`src/rtl/guard_timer_pkg.sv`:
```
package guard_timer_pkg;
  localparam int ADDR_W = 3;
  localparam int DATA_W = 32;

  typedef enum logic [ADDR_W-1:0] {
    A_CTRL  = 3'd0,
    A_CFG   = 3'd1,
    A_LOAD1 = 3'd2,
    A_LOAD2 = 3'd3,
    A_KICK  = 3'd4
  } reg_addr_e;

  typedef enum logic [1:0] {UL_IDLE, UL_HALF, UL_OPEN} unlock_e;
  typedef enum logic [1:0] {PH_OFF, PH_FIRST, PH_SECOND} phase_e;

  localparam int EN_BIT        = 0;
  localparam int CFG_FAST_BIT  = 0;
  localparam int CFG_NOIRQ_BIT = 1;
  localparam int KICK_BIT      = 8;
  localparam int FLAG_BIT      = 9;
endpackage

```
`src/rtl/gt_unlock.sv`:
```
module gt_unlock
  import guard_timer_pkg::*;
#(
  parameter logic [DATA_W-1:0] KEY_A = 32'h80,
  parameter logic [DATA_W-1:0] KEY_B = 32'h86
) (
  input  logic              clk,
  input  logic              rst_n,
  input  logic              we,
  input  logic [ADDR_W-1:0] addr,
  input  logic [DATA_W-1:0] wdata,
  output logic              grant,
  output unlock_e           state
);
  unlock_e st_q, st_d;
  logic    prot;

  always_comb begin
    prot  = (addr == A_LOAD1) || (addr == A_LOAD2) || (addr == A_KICK);
    st_d  = st_q;
    grant = 1'b0;
    if (we) begin
      if (st_q == UL_OPEN && prot) begin
        grant = 1'b1;
        st_d  = UL_IDLE;
      end else if (addr == A_KICK && wdata == KEY_A) begin
        st_d = UL_HALF;
      end else if (st_q == UL_HALF && addr == A_KICK && wdata == KEY_B) begin
        st_d = UL_OPEN;
      end else begin
        st_d = UL_IDLE;
      end
    end
  end

  always_ff @(posedge clk or negedge rst_n) begin
    if (!rst_n) st_q <= UL_IDLE;
    else        st_q <= st_d;
  end

  assign state = st_q;
endmodule

```
`src/rtl/gt_prescaler.sv`:
```
module gt_prescaler #(
  parameter int FAST_DIV = 32,
  parameter int SLOW_DIV = 32768
) (
  input  logic clk,
  input  logic rst_n,
  input  logic run,
  input  logic clr,
  input  logic fast,
  output logic tick
);
  localparam int CW = (SLOW_DIV > FAST_DIV) ? $clog2(SLOW_DIV) : $clog2(FAST_DIV);

  logic [CW-1:0] cnt_q, cnt_d, lim;

  always_comb begin
    lim  = fast ? CW'(FAST_DIV - 1) : CW'(SLOW_DIV - 1);
    tick = run && !clr && (cnt_q >= lim);
    if (!run || clr || tick) cnt_d = '0;
    else                     cnt_d = cnt_q + 1'b1;
  end

  always_ff @(posedge clk or negedge rst_n) begin
    if (!rst_n) cnt_q <= '0;
    else        cnt_q <= cnt_d;
  end
endmodule

```
`src/rtl/gt_stages.sv`:
```
module gt_stages
  import guard_timer_pkg::*;
#(
  parameter int PW = 20
) (
  input  logic          clk,
  input  logic          rst_n,
  input  logic          run,
  input  logic          arm,
  input  logic          kick,
  input  logic          tick,
  input  logic [PW-1:0] pre1,
  input  logic [PW-1:0] pre2,
  output phase_e        phase,
  output logic          warn,
  output logic          expire
);
  phase_e        ph_q, ph_d;
  logic [PW-1:0] cnt_q, cnt_d;
  logic          warn_q, warn_d;

  function automatic logic [PW-1:0] eff(input logic [PW-1:0] v);
    return (v == '0) ? PW'(1) : v;
  endfunction

  always_comb begin
    ph_d   = ph_q;
    cnt_d  = cnt_q;
    warn_d = warn_q;
    expire = 1'b0;
    if (!run) begin
      ph_d   = PH_OFF;
      cnt_d  = '0;
      warn_d = 1'b0;
    end else if (arm || kick || ph_q == PH_OFF) begin
      ph_d   = PH_FIRST;
      cnt_d  = eff(pre1);
      warn_d = 1'b0;
    end else if (tick) begin
      if (cnt_q <= PW'(1)) begin
        if (ph_q == PH_FIRST) begin
          ph_d   = PH_SECOND;
          cnt_d  = eff(pre2);
          warn_d = 1'b1;
        end else begin
          ph_d   = PH_FIRST;
          cnt_d  = eff(pre1);
          warn_d = 1'b0;
          expire = 1'b1;
        end
      end else begin
        cnt_d = cnt_q - 1'b1;
      end
    end
  end

  always_ff @(posedge clk or negedge rst_n) begin
    if (!rst_n) begin
      ph_q   <= PH_OFF;
      cnt_q  <= '0;
      warn_q <= 1'b0;
    end else begin
      ph_q   <= ph_d;
      cnt_q  <= cnt_d;
      warn_q <= warn_d;
    end
  end

  assign phase = ph_q;
  assign warn  = warn_q;
endmodule

```
`src/rtl/gt_rstgen.sv`:
```
module gt_rstgen #(
  parameter int RST_LEN = 16
) (
  input  logic clk,
  input  logic rst_n,
  input  logic fire,
  input  logic clear,
  output logic pulse,
  output logic flag
);
  localparam int RW = $clog2(RST_LEN + 1);

  logic [RW-1:0] cnt_q, cnt_d;
  logic          flag_q, flag_d;

  always_comb begin
    if (fire)               cnt_d = RW'(RST_LEN);
    else if (cnt_q != '0)   cnt_d = cnt_q - 1'b1;
    else                    cnt_d = cnt_q;
    if (fire)       flag_d = 1'b1;
    else if (clear) flag_d = 1'b0;
    else            flag_d = flag_q;
  end

  always_ff @(posedge clk or negedge rst_n) begin
    if (!rst_n) begin
      cnt_q  <= '0;
      flag_q <= 1'b0;
    end else begin
      cnt_q  <= cnt_d;
      flag_q <= flag_d;
    end
  end

  assign pulse = (cnt_q != '0);
  assign flag  = flag_q;
endmodule

```
`src/rtl/guard_timer.sv`:
```
module guard_timer
  import guard_timer_pkg::*;
#(
  parameter int FAST_DIV  = 32,
  parameter int SLOW_DIV  = 32768,
  parameter int PRELOAD_W = 20,
  parameter int RST_LEN   = 16,
  parameter int SYNC_LEN  = 2
) (
  input  logic              clk,
  input  logic              rst_n,
  input  logic [ADDR_W-1:0] bus_addr,
  input  logic [DATA_W-1:0] bus_wdata,
  input  logic              bus_we,
  output logic [DATA_W-1:0] bus_rdata,
  output logic              irq_o,
  output logic              sys_rst_o,
  output logic              timeout_flag_o
);
  localparam int PW = PRELOAD_W;

  logic [SYNC_LEN-1:0] sync_q;
  logic                srst_n;

  always_ff @(posedge clk or negedge rst_n) begin
    if (!rst_n) sync_q <= '0;
    else        sync_q <= {sync_q[SYNC_LEN-2:0], 1'b1};
  end
  assign srst_n = sync_q[SYNC_LEN-1];

  logic          en_q, en_d, fast_q, fast_d, noirq_q, noirq_d;
  logic [PW-1:0] pre1_q, pre1_d, pre2_q, pre2_d;
  logic          grant, arm, kick, clear_flag, tick, warn, expire;
  unlock_e       ul_state;
  phase_e        phase;

  gt_unlock u_unlock (
    .clk(clk), .rst_n(srst_n), .we(bus_we), .addr(bus_addr),
    .wdata(bus_wdata), .grant(grant), .state(ul_state)
  );

  always_comb begin
    en_d    = en_q;
    fast_d  = fast_q;
    noirq_d = noirq_q;
    pre1_d  = pre1_q;
    pre2_d  = pre2_q;
    if (bus_we && bus_addr == A_CTRL) en_d = bus_wdata[EN_BIT];
    if (bus_we && bus_addr == A_CFG) begin
      fast_d  = bus_wdata[CFG_FAST_BIT];
      noirq_d = bus_wdata[CFG_NOIRQ_BIT];
    end
    if (grant && bus_addr == A_LOAD1) pre1_d = bus_wdata[PW-1:0];
    if (grant && bus_addr == A_LOAD2) pre2_d = bus_wdata[PW-1:0];
    arm        = en_d && !en_q;
    kick       = grant && bus_addr == A_KICK && bus_wdata[KICK_BIT];
    clear_flag = grant && bus_addr == A_KICK && bus_wdata[FLAG_BIT];
  end

  always_ff @(posedge clk or negedge srst_n) begin
    if (!srst_n) begin
      en_q    <= 1'b0;
      fast_q  <= 1'b0;
      noirq_q <= 1'b0;
      pre1_q  <= '0;
      pre2_q  <= '0;
    end else begin
      en_q    <= en_d;
      fast_q  <= fast_d;
      noirq_q <= noirq_d;
      pre1_q  <= pre1_d;
      pre2_q  <= pre2_d;
    end
  end

  gt_prescaler #(.FAST_DIV(FAST_DIV), .SLOW_DIV(SLOW_DIV)) u_presc (
    .clk(clk), .rst_n(srst_n), .run(en_d), .clr(arm || kick),
    .fast(fast_q), .tick(tick)
  );

  gt_stages #(.PW(PW)) u_stages (
    .clk(clk), .rst_n(srst_n), .run(en_d), .arm(arm), .kick(kick),
    .tick(tick), .pre1(pre1_q), .pre2(pre2_q), .phase(phase),
    .warn(warn), .expire(expire)
  );

  gt_rstgen #(.RST_LEN(RST_LEN)) u_rstgen (
    .clk(clk), .rst_n(srst_n), .fire(expire), .clear(clear_flag),
    .pulse(sys_rst_o), .flag(timeout_flag_o)
  );

  assign irq_o = warn && !noirq_q;

  always_comb begin
    bus_rdata = '0;
    case (bus_addr)
      A_CTRL:  bus_rdata[EN_BIT] = en_q;
      A_CFG: begin
        bus_rdata[CFG_FAST_BIT]  = fast_q;
        bus_rdata[CFG_NOIRQ_BIT] = noirq_q;
      end
      A_LOAD1: bus_rdata[PW-1:0] = pre1_q;
      A_LOAD2: bus_rdata[PW-1:0] = pre2_q;
      A_KICK:  bus_rdata[FLAG_BIT] = timeout_flag_o;
      default: bus_rdata = '0;
    endcase
  end
endmodule

```
`config.mk`:
```
export PLATFORM = sky130hd
export DESIGN_NAME = guard_timer
export DESIGN_NICKNAME = d
export VERILOG_FILES = /design/src/rtl/guard_timer_pkg.sv /design/src/rtl/gt_unlock.sv /design/src/rtl/gt_prescaler.sv /design/src/rtl/gt_stages.sv /design/src/rtl/gt_rstgen.sv /design/src/rtl/guard_timer.sv
export SDC_FILE = /design/constraint.sdc
export NUM_CORES = 1
export LEC_CHECK = 0
export BUFFER_PORTS_ARGS = -buffer_cell sky130_fd_sc_hd__clkbuf_2
export CAP_MARGIN = 40
export CORE_MARGIN = 10
export CORE_UTILIZATION = 38
export CTS_CLUSTER_DIAMETER = 200
export DETAILED_ROUTE_END_ITERATION = 8
export GPL_TIMING_DRIVEN = 0
export MAX_ROUTING_LAYER = met4
export RECOVER_POWER = 25
export SYNTH_ARGS = -nofsm -noshare
export SYNTH_HDL_FRONTEND = slang
export SYNTH_HIERARCHICAL = 1
export SYNTH_SLANG_ARGS = --single-unit
```
`constraint.sdc`:
```
create_clock -name clk -period 2.55 [get_ports clk]
set_input_delay 0.1275 -clock clk [delete_from_list [all_inputs] [get_ports clk]]
set_output_delay 0.1275 -clock clk [all_outputs]
set_load 0.1 [all_outputs]
```
==> load_flow_metrics.sql, run 1 <==
INSERT INTO impl_metrics (metric_group, metric, value, unit) VALUES
('global_routing', 'initial_antenna_violation_count', '0', ''),
('pwr', 'power.ir.vdd_worst', '371.5', 'µV'),
('outcome', 'outcome', 'complete, but fails checks', ''),
('clock_network', 'clkLatencyLatePin', '0.36', 'ns'),
('logic_synthesis', 'synthesis.area', '5560', 'µm²'),
('floorplanning', 'die_width', '141.0', 'µm'),
('worst_setup_path', 'reg2reg_slack', '-0.15', 'ns'),
('outcome', 'violations', 'max-capacitance violations, max-slew violations, negative setup slack', ''),
('clock_network', 'cts_root_buffer', 'sky130_fd_sc_hd__clkbuf_16', ''),
('timing', 'setup_violations', '25', ''),
('timing', 'setup-tns-final', '-2.738', 'ns'),
('layout', 'drive_above_1_share', '0.3737', ''),
('timing', 'final_critical_path_setup_slack', '-0.1494', 'ns'),
('pwr', 'power', '5.082', 'mW'),
('drt', 'dr.pass1.iters', '5', ''),
('worst_setup_path', 'critical_path.startpoint_type', 'register', ''),
('timing', 'timing.final.max_slew_violations', '38', ''),
('worst_setup_path', 'crit_end', 'u_stages/cnt_q[7]', ''),
('worst_setup_path', 'crit_path_max_fanout', '7', ''),
('timing', 'layout_min_cycle_time', '2.699', 'ns'),
('global_routing', 'grt_start_max_net_pins', '52', ''),
('logic_synthesis', 'syn_area_per_cell', '10.17', 'µm²'),
('timing', 'rsz0062_at_grt', 'true', ''),
('layout', 'area_growth_from_synthesis_to_layout', '26.24', '%'),
('layout', 'nets', '700', ''),
('layout', 'finish.utilization', '0.4866', ''),
('worst_hold_path', 'type_of_the_most_critical_hold_path', 'input pin to register', ''),
('worst_setup_path', 'critPathArrivalTime', '2.95', 'ns'),
('global_routing', 'wire_length_of_the_first_global_routing_pass', '27470', 'µm'),
('pwr', 'power.density_cell_area', '724.0', 'nW/µm²'),
('layout', 'fillers', '1385', ''),
('timing', 'finalCritPeriodShare', '1.059', ''),
('clock_network', 'cts_made_buffers', '9', ''),
('floorplanning', 'core_region_area', '14420', 'µm²'),
('drt', 'via_count', '5007', ''),
('worst_setup_path', 'reg2reg_to', 'u_stages/cnt_q[7]', ''),
('worst_setup_path', 'timing.reg2reg.worst_path_depth', '11', ''),
('global_routing', 'grt_resource_usage_total', '0.1765', ''),
('timing', 'timing.fmax', '0.3704', 'GHz'),
('place', 'pre_cts_slack', '-0.5957', 'ns'),
('floorplanning', 'die_height', '141.0', 'µm'),
('drt', 'number_of_remaining_drc_errors', '0', ''),
('floorplanning', 'io_pins', '73', ''),
('logic_synthesis', 'syn_inst', '547', ''),
('drt', 'route.detailed.wl_per_inst', '20.55', 'µm'),
('worst_setup_path', 'worst_ep_required_time', '2.80', 'ns'),
('timing', 'finClkSkew', '0.01034', 'ns'),
('drt', 'drt-initial-drc-count', '499', ''),
('timing', 'tightest_slew', '1.502', 'ns'),
('place', 'port_buffers', '60', ''),
('layout', 'num_antenna_cells', '0', ''),
('logic_synthesis', 'synth-warning-count', '6', ''),
('clock_network', 'tritoncts_num_sinks', '90', ''),
('place', 'gp_congestion', '0.9244', ''),
('clock_network', 'ctsLongestPathBuffers', '2', ''),
('place', 'place.detailed.hpwl', '12650', 'µm'),
('clock_network', 'clkSlewWorstSetupHoldPaths', '0.07', 'ns'),
('worst_setup_path', 'crit_start', 'fast_q', ''),
('clock_network', 'htreeDepth', '3', ''),
('global_routing', 'first_global_vias', '4936', ''),
('worst_setup_path', 'timing_worst_setup_path_type', 'register to register', ''),
('pwr', 'power_leakage', '3.155', 'nW'),
('floorplanning', 'floorplan.initialDensity', '0.3855', ''),
('floorplanning', 'num_rows', '44', ''),
('drt', 'route.antenna.remaining_nets', '0', ''),
('drt', 'drt-vias-per-instance', '5.982', ''),
('place', 'dp.cells', '803', ''),
('worst_setup_path', 'endpoint_class_of_the_critical_path', 'register', ''),
('timing', 'hold_viol_final', '0', ''),
('floorplanning', 'floorplan.die_area', '19870', 'µm²'),
('layout', 'instances_no_fill', '837', ''),
('timing', 'max-slew-margin-rel', '-0.001080', ''),
('worst_setup_path', 'rr_startpoint', 'fast_q', ''),
('drt', 'postRouteWirelength', '17200', 'µm'),
('flow_run', 'max-cap-violations', '1', ''),
('global_routing', 'globalRouteOverflowTotal', '0', ''),
('clock_network', 'tritoncts', 'yes', '');
[report_power, final]
part / switching, mW / internal, mW / leakage [nW]
combinational: 1.26 / 0.723 / 1.77
sequential: 0.130 / 1.52 / 1.23
clock: 0.657 / 0.791 / 0.154
[how the worst min path moves through the flow]
stage,from,to,cells past startpoint
final,bus_wdata[13],pre2_q[13],2
after global routing,bus_wdata[7],pre1_q[7],2
after CTS,bus_we,u_unlock/state[1],2
after detailed placement,rst_n,sync_q[0],1
after global placement,rst_n,sync_q[0],1
after floorplan,rst_n,sync_q[0],0
[routing by layer]
layer	GRT usage	wire, µm	vias up
met5	-	0	-
met4	0.07011	444	0
met3	0.03292	994	36
met2	0.2589	7812	212
met1	0.2353	7946	2492
li1	-	-	2267
[state kept, by name, summed over array words and instances, names as in the netlist]
name,count
u_stages/cnt_q,20
u_unlock/state,2
noirq_q,1
pre2_q,20
u_rstgen/cnt_q,5
pre1_q,20
u_presc/cnt_q,15
fast_q,1
en_q,1
sync_q,2
u_rstgen/flag,1
u_stages/phase,2
[worst max-delay path, cell delays in order, from the launching register on]
cell,delay (ns)
sky130_fd_sc_hd__dfrtp_2,0.51
sky130_fd_sc_hd__buf_8,0.19
sky130_fd_sc_hd__ha_4,0.25
sky130_fd_sc_hd__a21oi_2,0.12
sky130_fd_sc_hd__o21bai_1,0.09
sky130_fd_sc_hd__a2111o_1,0.39
sky130_fd_sc_hd__and2_4,0.20
sky130_fd_sc_hd__buf_12,0.14
sky130_fd_sc_hd__clkinv_8,0.04
sky130_fd_sc_hd__o31ai_4,0.08
sky130_fd_sc_hd__and3_4,0.24
sky130_fd_sc_hd__a221o_1,0.34
[timing repair]
item,in CTS,in global routing
hold buffers,1,0
pin swaps,21,13
endpoints found under the hold margin,2,0
cloned,2,0
endpoints found under the setup margin,27,28
buffers inserted,12,4
resized for setup,45,25
[area by class of cell]
type,count,area (µm²),share of cell area
clock inverters,7,91.34,0.01301
multi-input cells,411,3372,0.4804
clock buffers,9,225.2,0.03209
flip-flops and latches,90,2253,0.3210
plain buffers,40,269.0,0.03832
well taps,184,230.2,0.03280
repair buffers,79,501.7,0.07148
inverters,17,76.32,0.01087
[cells in the final DEF (no fill, tap or decap), types with 8 or more instances in the layout]
cell	count
sky130_fd_sc_hd__dfrtp_1	89
sky130_fd_sc_hd__clkbuf_2	59
sky130_fd_sc_hd__mux2_2	44
sky130_fd_sc_hd__nor4_1	25
sky130_fd_sc_hd__nor3_1	25
sky130_fd_sc_hd__buf_4	23
sky130_fd_sc_hd__nand2_1	23
sky130_fd_sc_hd__nor2_1	19
sky130_fd_sc_hd__o21ai_0	19
sky130_fd_sc_hd__a22o_1	18
sky130_fd_sc_hd__xnor2_1	16
sky130_fd_sc_hd__inv_1	16
sky130_fd_sc_hd__nand3_1	15
sky130_fd_sc_hd__a21oi_1	14
sky130_fd_sc_hd__buf_2	13
sky130_fd_sc_hd__conb_1	13
sky130_fd_sc_hd__nand4_1	12
sky130_fd_sc_hd__clkbuf_16	10
sky130_fd_sc_hd__clkbuf_1	9
sky130_fd_sc_hd__a221o_1	8
[metrics by stage]
stage	area (µm²)	hold WS, ns
after floorplan	5643	-0.1681
after global placement	6173	-0.08593
after detailed placement	6203	-0.08110
after CTS	6893	0.02893
after global routing	7019	0.04412
final	7019	0.03547
No activity file was read; power rests on OpenSTA's default activity.
==> inputs of run 2 (changes only) <==
SKIP_LAST_GASP = 1   (was default)
==> run 2 against run 1 <==
  * Global-route usage about the same
  * Largest cell class unchanged
  * The run still ends with max-capacitance violations, max-slew violations, negative setup slack left
  * Combinational power about the same
  * Clock-buffer cell count unchanged
  * Total power decreased by 0.10%
  * Final cell count unchanged
  * Clock skew about the same
  * Worst hold slack improved by 0.0011 ns
  * Via count increased by 0.22%
  * Maximum frequency decreased by 1.1%
  * Clock power about the same
  * Register-to-register slack got worse by 0.03 ns
  * Routed wire length increased by 0.35%
==> load_flow_metrics.sql, run 2 (same netlist as run 1, synthesis figures left out) <==
INSERT INTO impl_metrics (metric_group, metric, value, unit) VALUES
('floorplanning', 'die_height', '141.0', 'µm'),
('layout', 'stdcell_area', '7013', 'µm²'),
('timing', 'max-slew-margin-rel', '-0.01825', ''),
('global_routing', 'global_route.usage.met1', '0.2339', ''),
('timing', 'timing.fmax', '0.3664', 'GHz'),
('floorplanning', 'num_rows', '44', ''),
('layout', 'instances_no_fill', '837', ''),
('clock_network', 'htreeDepth', '3', ''),
('timing', 'setup-tns-final', '-2.903', 'ns'),
('pwr', 'power.ir.vdd_worst', '371.5', 'µV'),
('global_routing', 'groute.layer.met3.usage', '0.03292', ''),
('timing', 'hold_viol_final', '0', ''),
('flow_run', 'max-cap-violations', '1', ''),
('place', 'post_dp_cell_area', '6203', 'µm²'),
('drt', 'number_of_remaining_drc_errors', '0', ''),
('layout', 'drive_above_1_share', '0.3706', ''),
('timing', 'holdWs', '0.03657', 'ns'),
('worst_setup_path', 'worst_ep_required_time', '2.82', 'ns'),
('worst_setup_path', 'critPathArrivalTime', '3.00', 'ns'),
('timing', 'setup_violations', '25', ''),
('floorplanning', 'die_width', '141.0', 'µm'),
('timing', 'layout_min_cycle_time', '2.729', 'ns'),
('drt', 'postRouteWirelength', '17260', 'µm'),
('outcome', 'outcome', 'complete, but fails checks', ''),
('clock_network', 'clkLatencyLatePin', '0.36', 'ns'),
('place', 'gp_congestion', '0.9244', ''),
('global_routing', 'wire_length_of_the_first_global_routing_pass', '27450', 'µm'),
('global_routing', 'globalRouteOverflowTotal', '0', ''),
('layout', 'finish.utilization', '0.4862', ''),
('layout', 'nets', '700', ''),
('drt', 'via_count', '5018', ''),
('timing', 'final_critical_path_setup_slack', '-0.1793', 'ns'),
('layout', 'area_growth_from_synthesis_to_layout', '26.13', '%'),
('drt', 'drt-initial-drc-count', '482', ''),
('timing', 'timing.final.max_slew_violations', '39', ''),
('pwr', 'power_leakage', '3.153', 'nW'),
('layout', 'top_regs', 'pre1_q (20), pre2_q (20), u_stages/cnt_q (20)', ''),
('floorplanning', 'core_region_area', '14420', 'µm²'),
('worst_setup_path', 'timing_worst_setup_path_type', 'register to register', ''),
('clock_network', 'cts_made_buffers', '9', ''),
('layout', 'most-common-layout-cells', 'sky130_fd_sc_hd__dfrtp_1 (89), sky130_fd_sc_hd__clkbuf_2 (59), sky130_fd_sc_hd__mux2_2 (44)', ''),
('floorplanning', 'floorplan.die_area', '19870', 'µm²'),
('worst_setup_path', 'endpoint_class_of_the_critical_path', 'register', ''),
('floorplanning', 'floorplan.initialDensity', '0.3855', ''),
('outcome', 'violations', 'max-capacitance violations, max-slew violations, negative setup slack', ''),
('pwr', 'power.density_cell_area', '723.9', 'nW/µm²'),
('global_routing', 'initial_antenna_violation_count', '0', ''),
('global_routing', 'globalRouteMet2Util', '0.2599', ''),
('pwr', 'power', '5.076', 'mW'),
('place', 'dp.cells', '803', ''),
('drt', 'dr.pass1.iters', '5', ''),
('clock_network', 'clkSlewWorstSetupHoldPaths', '0.08', 'ns'),
('timing', 'finClkSkew', '0.01083', 'ns'),
('timing', 'tightest_slew', '1.527', 'ns'),
('place', 'pre_cts_slack', '-0.5957', 'ns'),
('layout', 'leading_cell_type_in_the_layout_fill_and_taps_excluded', 'sky130_fd_sc_hd__dfrtp_1', ''),
('drt', 'route.detailed.wl_per_inst', '20.62', 'µm'),
('global_routing', 'busiest_layer', 'met2', ''),
('global_routing', 'first_global_vias', '4929', ''),
('global_routing', 'grt_start_max_net_pins', '52', ''),
('worst_hold_path', 'type_of_the_most_critical_hold_path', 'input pin to register', ''),
('clock_network', 'cts_root_buffer', 'sky130_fd_sc_hd__clkbuf_16', ''),
('clock_network', 'tritoncts', 'yes', ''),
('global_routing', 'grt_resource_usage_total', '0.1763', ''),
('drt', 'drt-vias-per-instance', '5.995', ''),
('clock_network', 'ctsLongestPathBuffers', '2', ''),
('worst_setup_path', 'crit_path_max_fanout', '7', ''),
('timing', 'rsz0062_at_grt', 'true', ''),
('timing', 'finalCritPeriodShare', '1.070', ''),
('clock_network', 'tritoncts_num_sinks', '90', ''),
('drt', 'route.antenna.remaining_nets', '0', ''),
('floorplanning', 'io_pins', '73', ''),
('worst_setup_path', 'critical_path.startpoint_type', 'register', ''),
('place', 'place.detailed.hpwl', '12650', 'µm'),
('place', 'port_buffers', '60', ''),
('layout', 'num_antenna_cells', '0', '');
-- run 2: path summary, 6_finish.rpt --
| check | from | end | slack (ns) | cells after the start |
|---|---|---|---|---|
| min in group asynchronous | rst_n | sync_q[0] | 0.08 | 2 |
| worst max register to register | fast_q | u_stages/cnt_q[4] | -0.18 | 11 |
| worst min-delay path | bus_wdata[13] | pre2_q[13] | 0.04 | 2 |
| worst max-delay path | fast_q | u_stages/cnt_q[4] | -0.18 | 11 |
| worst min register to register | sync_q[0] | sync_q[1] | 0.35 | 0 |
| max in group asynchronous | sync_q[1] | pre1_q[13] | 0.35 | 1 |
-- run 2: what timing repair did --
item | 4_1_cts | 5_1_grt
buffers inserted | 12 | 4
pin swaps | 21 | 13
hold buffers | 1 | 0
resized for setup | 42 | 26
gates cloned | 2 | 0
setup endpoints to repair | 27 | 28
hold endpoints to repair | 2 | 0
-- run 2: layer usage --
metal	vias to the layer above	part of all wire
li1	2263	-
met1	2486	0.45
met2	231	0.45
met3	38	0.067
met4	0	0.026
met5	-	0
-- run 2: worst max-delay path, stage by stage (launching register included) --
cell	delay, ns
sky130_fd_sc_hd__dfrtp_2	0.51
sky130_fd_sc_hd__buf_8	0.19
sky130_fd_sc_hd__ha_4	0.28
sky130_fd_sc_hd__nand2_2	0.05
sky130_fd_sc_hd__nor3_2	0.17
sky130_fd_sc_hd__a2111o_1	0.19
sky130_fd_sc_hd__and2_4	0.22
sky130_fd_sc_hd__buf_12	0.13
sky130_fd_sc_hd__clkinv_8	0.04
sky130_fd_sc_hd__o31ai_4	0.35
sky130_fd_sc_hd__nand3_4	0.22
sky130_fd_sc_hd__o221ai_1	0.28
-- run 2: report_power, final --
part / internal, mW / total, mW / switching, mW
clock: 0.791 / 1.45 / 0.659
sequential: 1.52 / 1.65 / 0.128
combinational: 0.719 / 1.98 / 1.26
total: 3.03 / 5.08 / 2.05
-- run 2: area by class of cell --
type / instances / area, µm²
Fill cell: 1385 / 7411
Multi-Input combinational cell: 411 / 3362
Sequential cell: 90 / 2253
Timing Repair Buffer: 79 / 505.5
Buffer: 40 / 269.0
Tap cell: 184 / 230.2
Clock buffer: 9 / 225.2
Clock inverter: 7 / 91.34
Inverter: 17 / 76.32
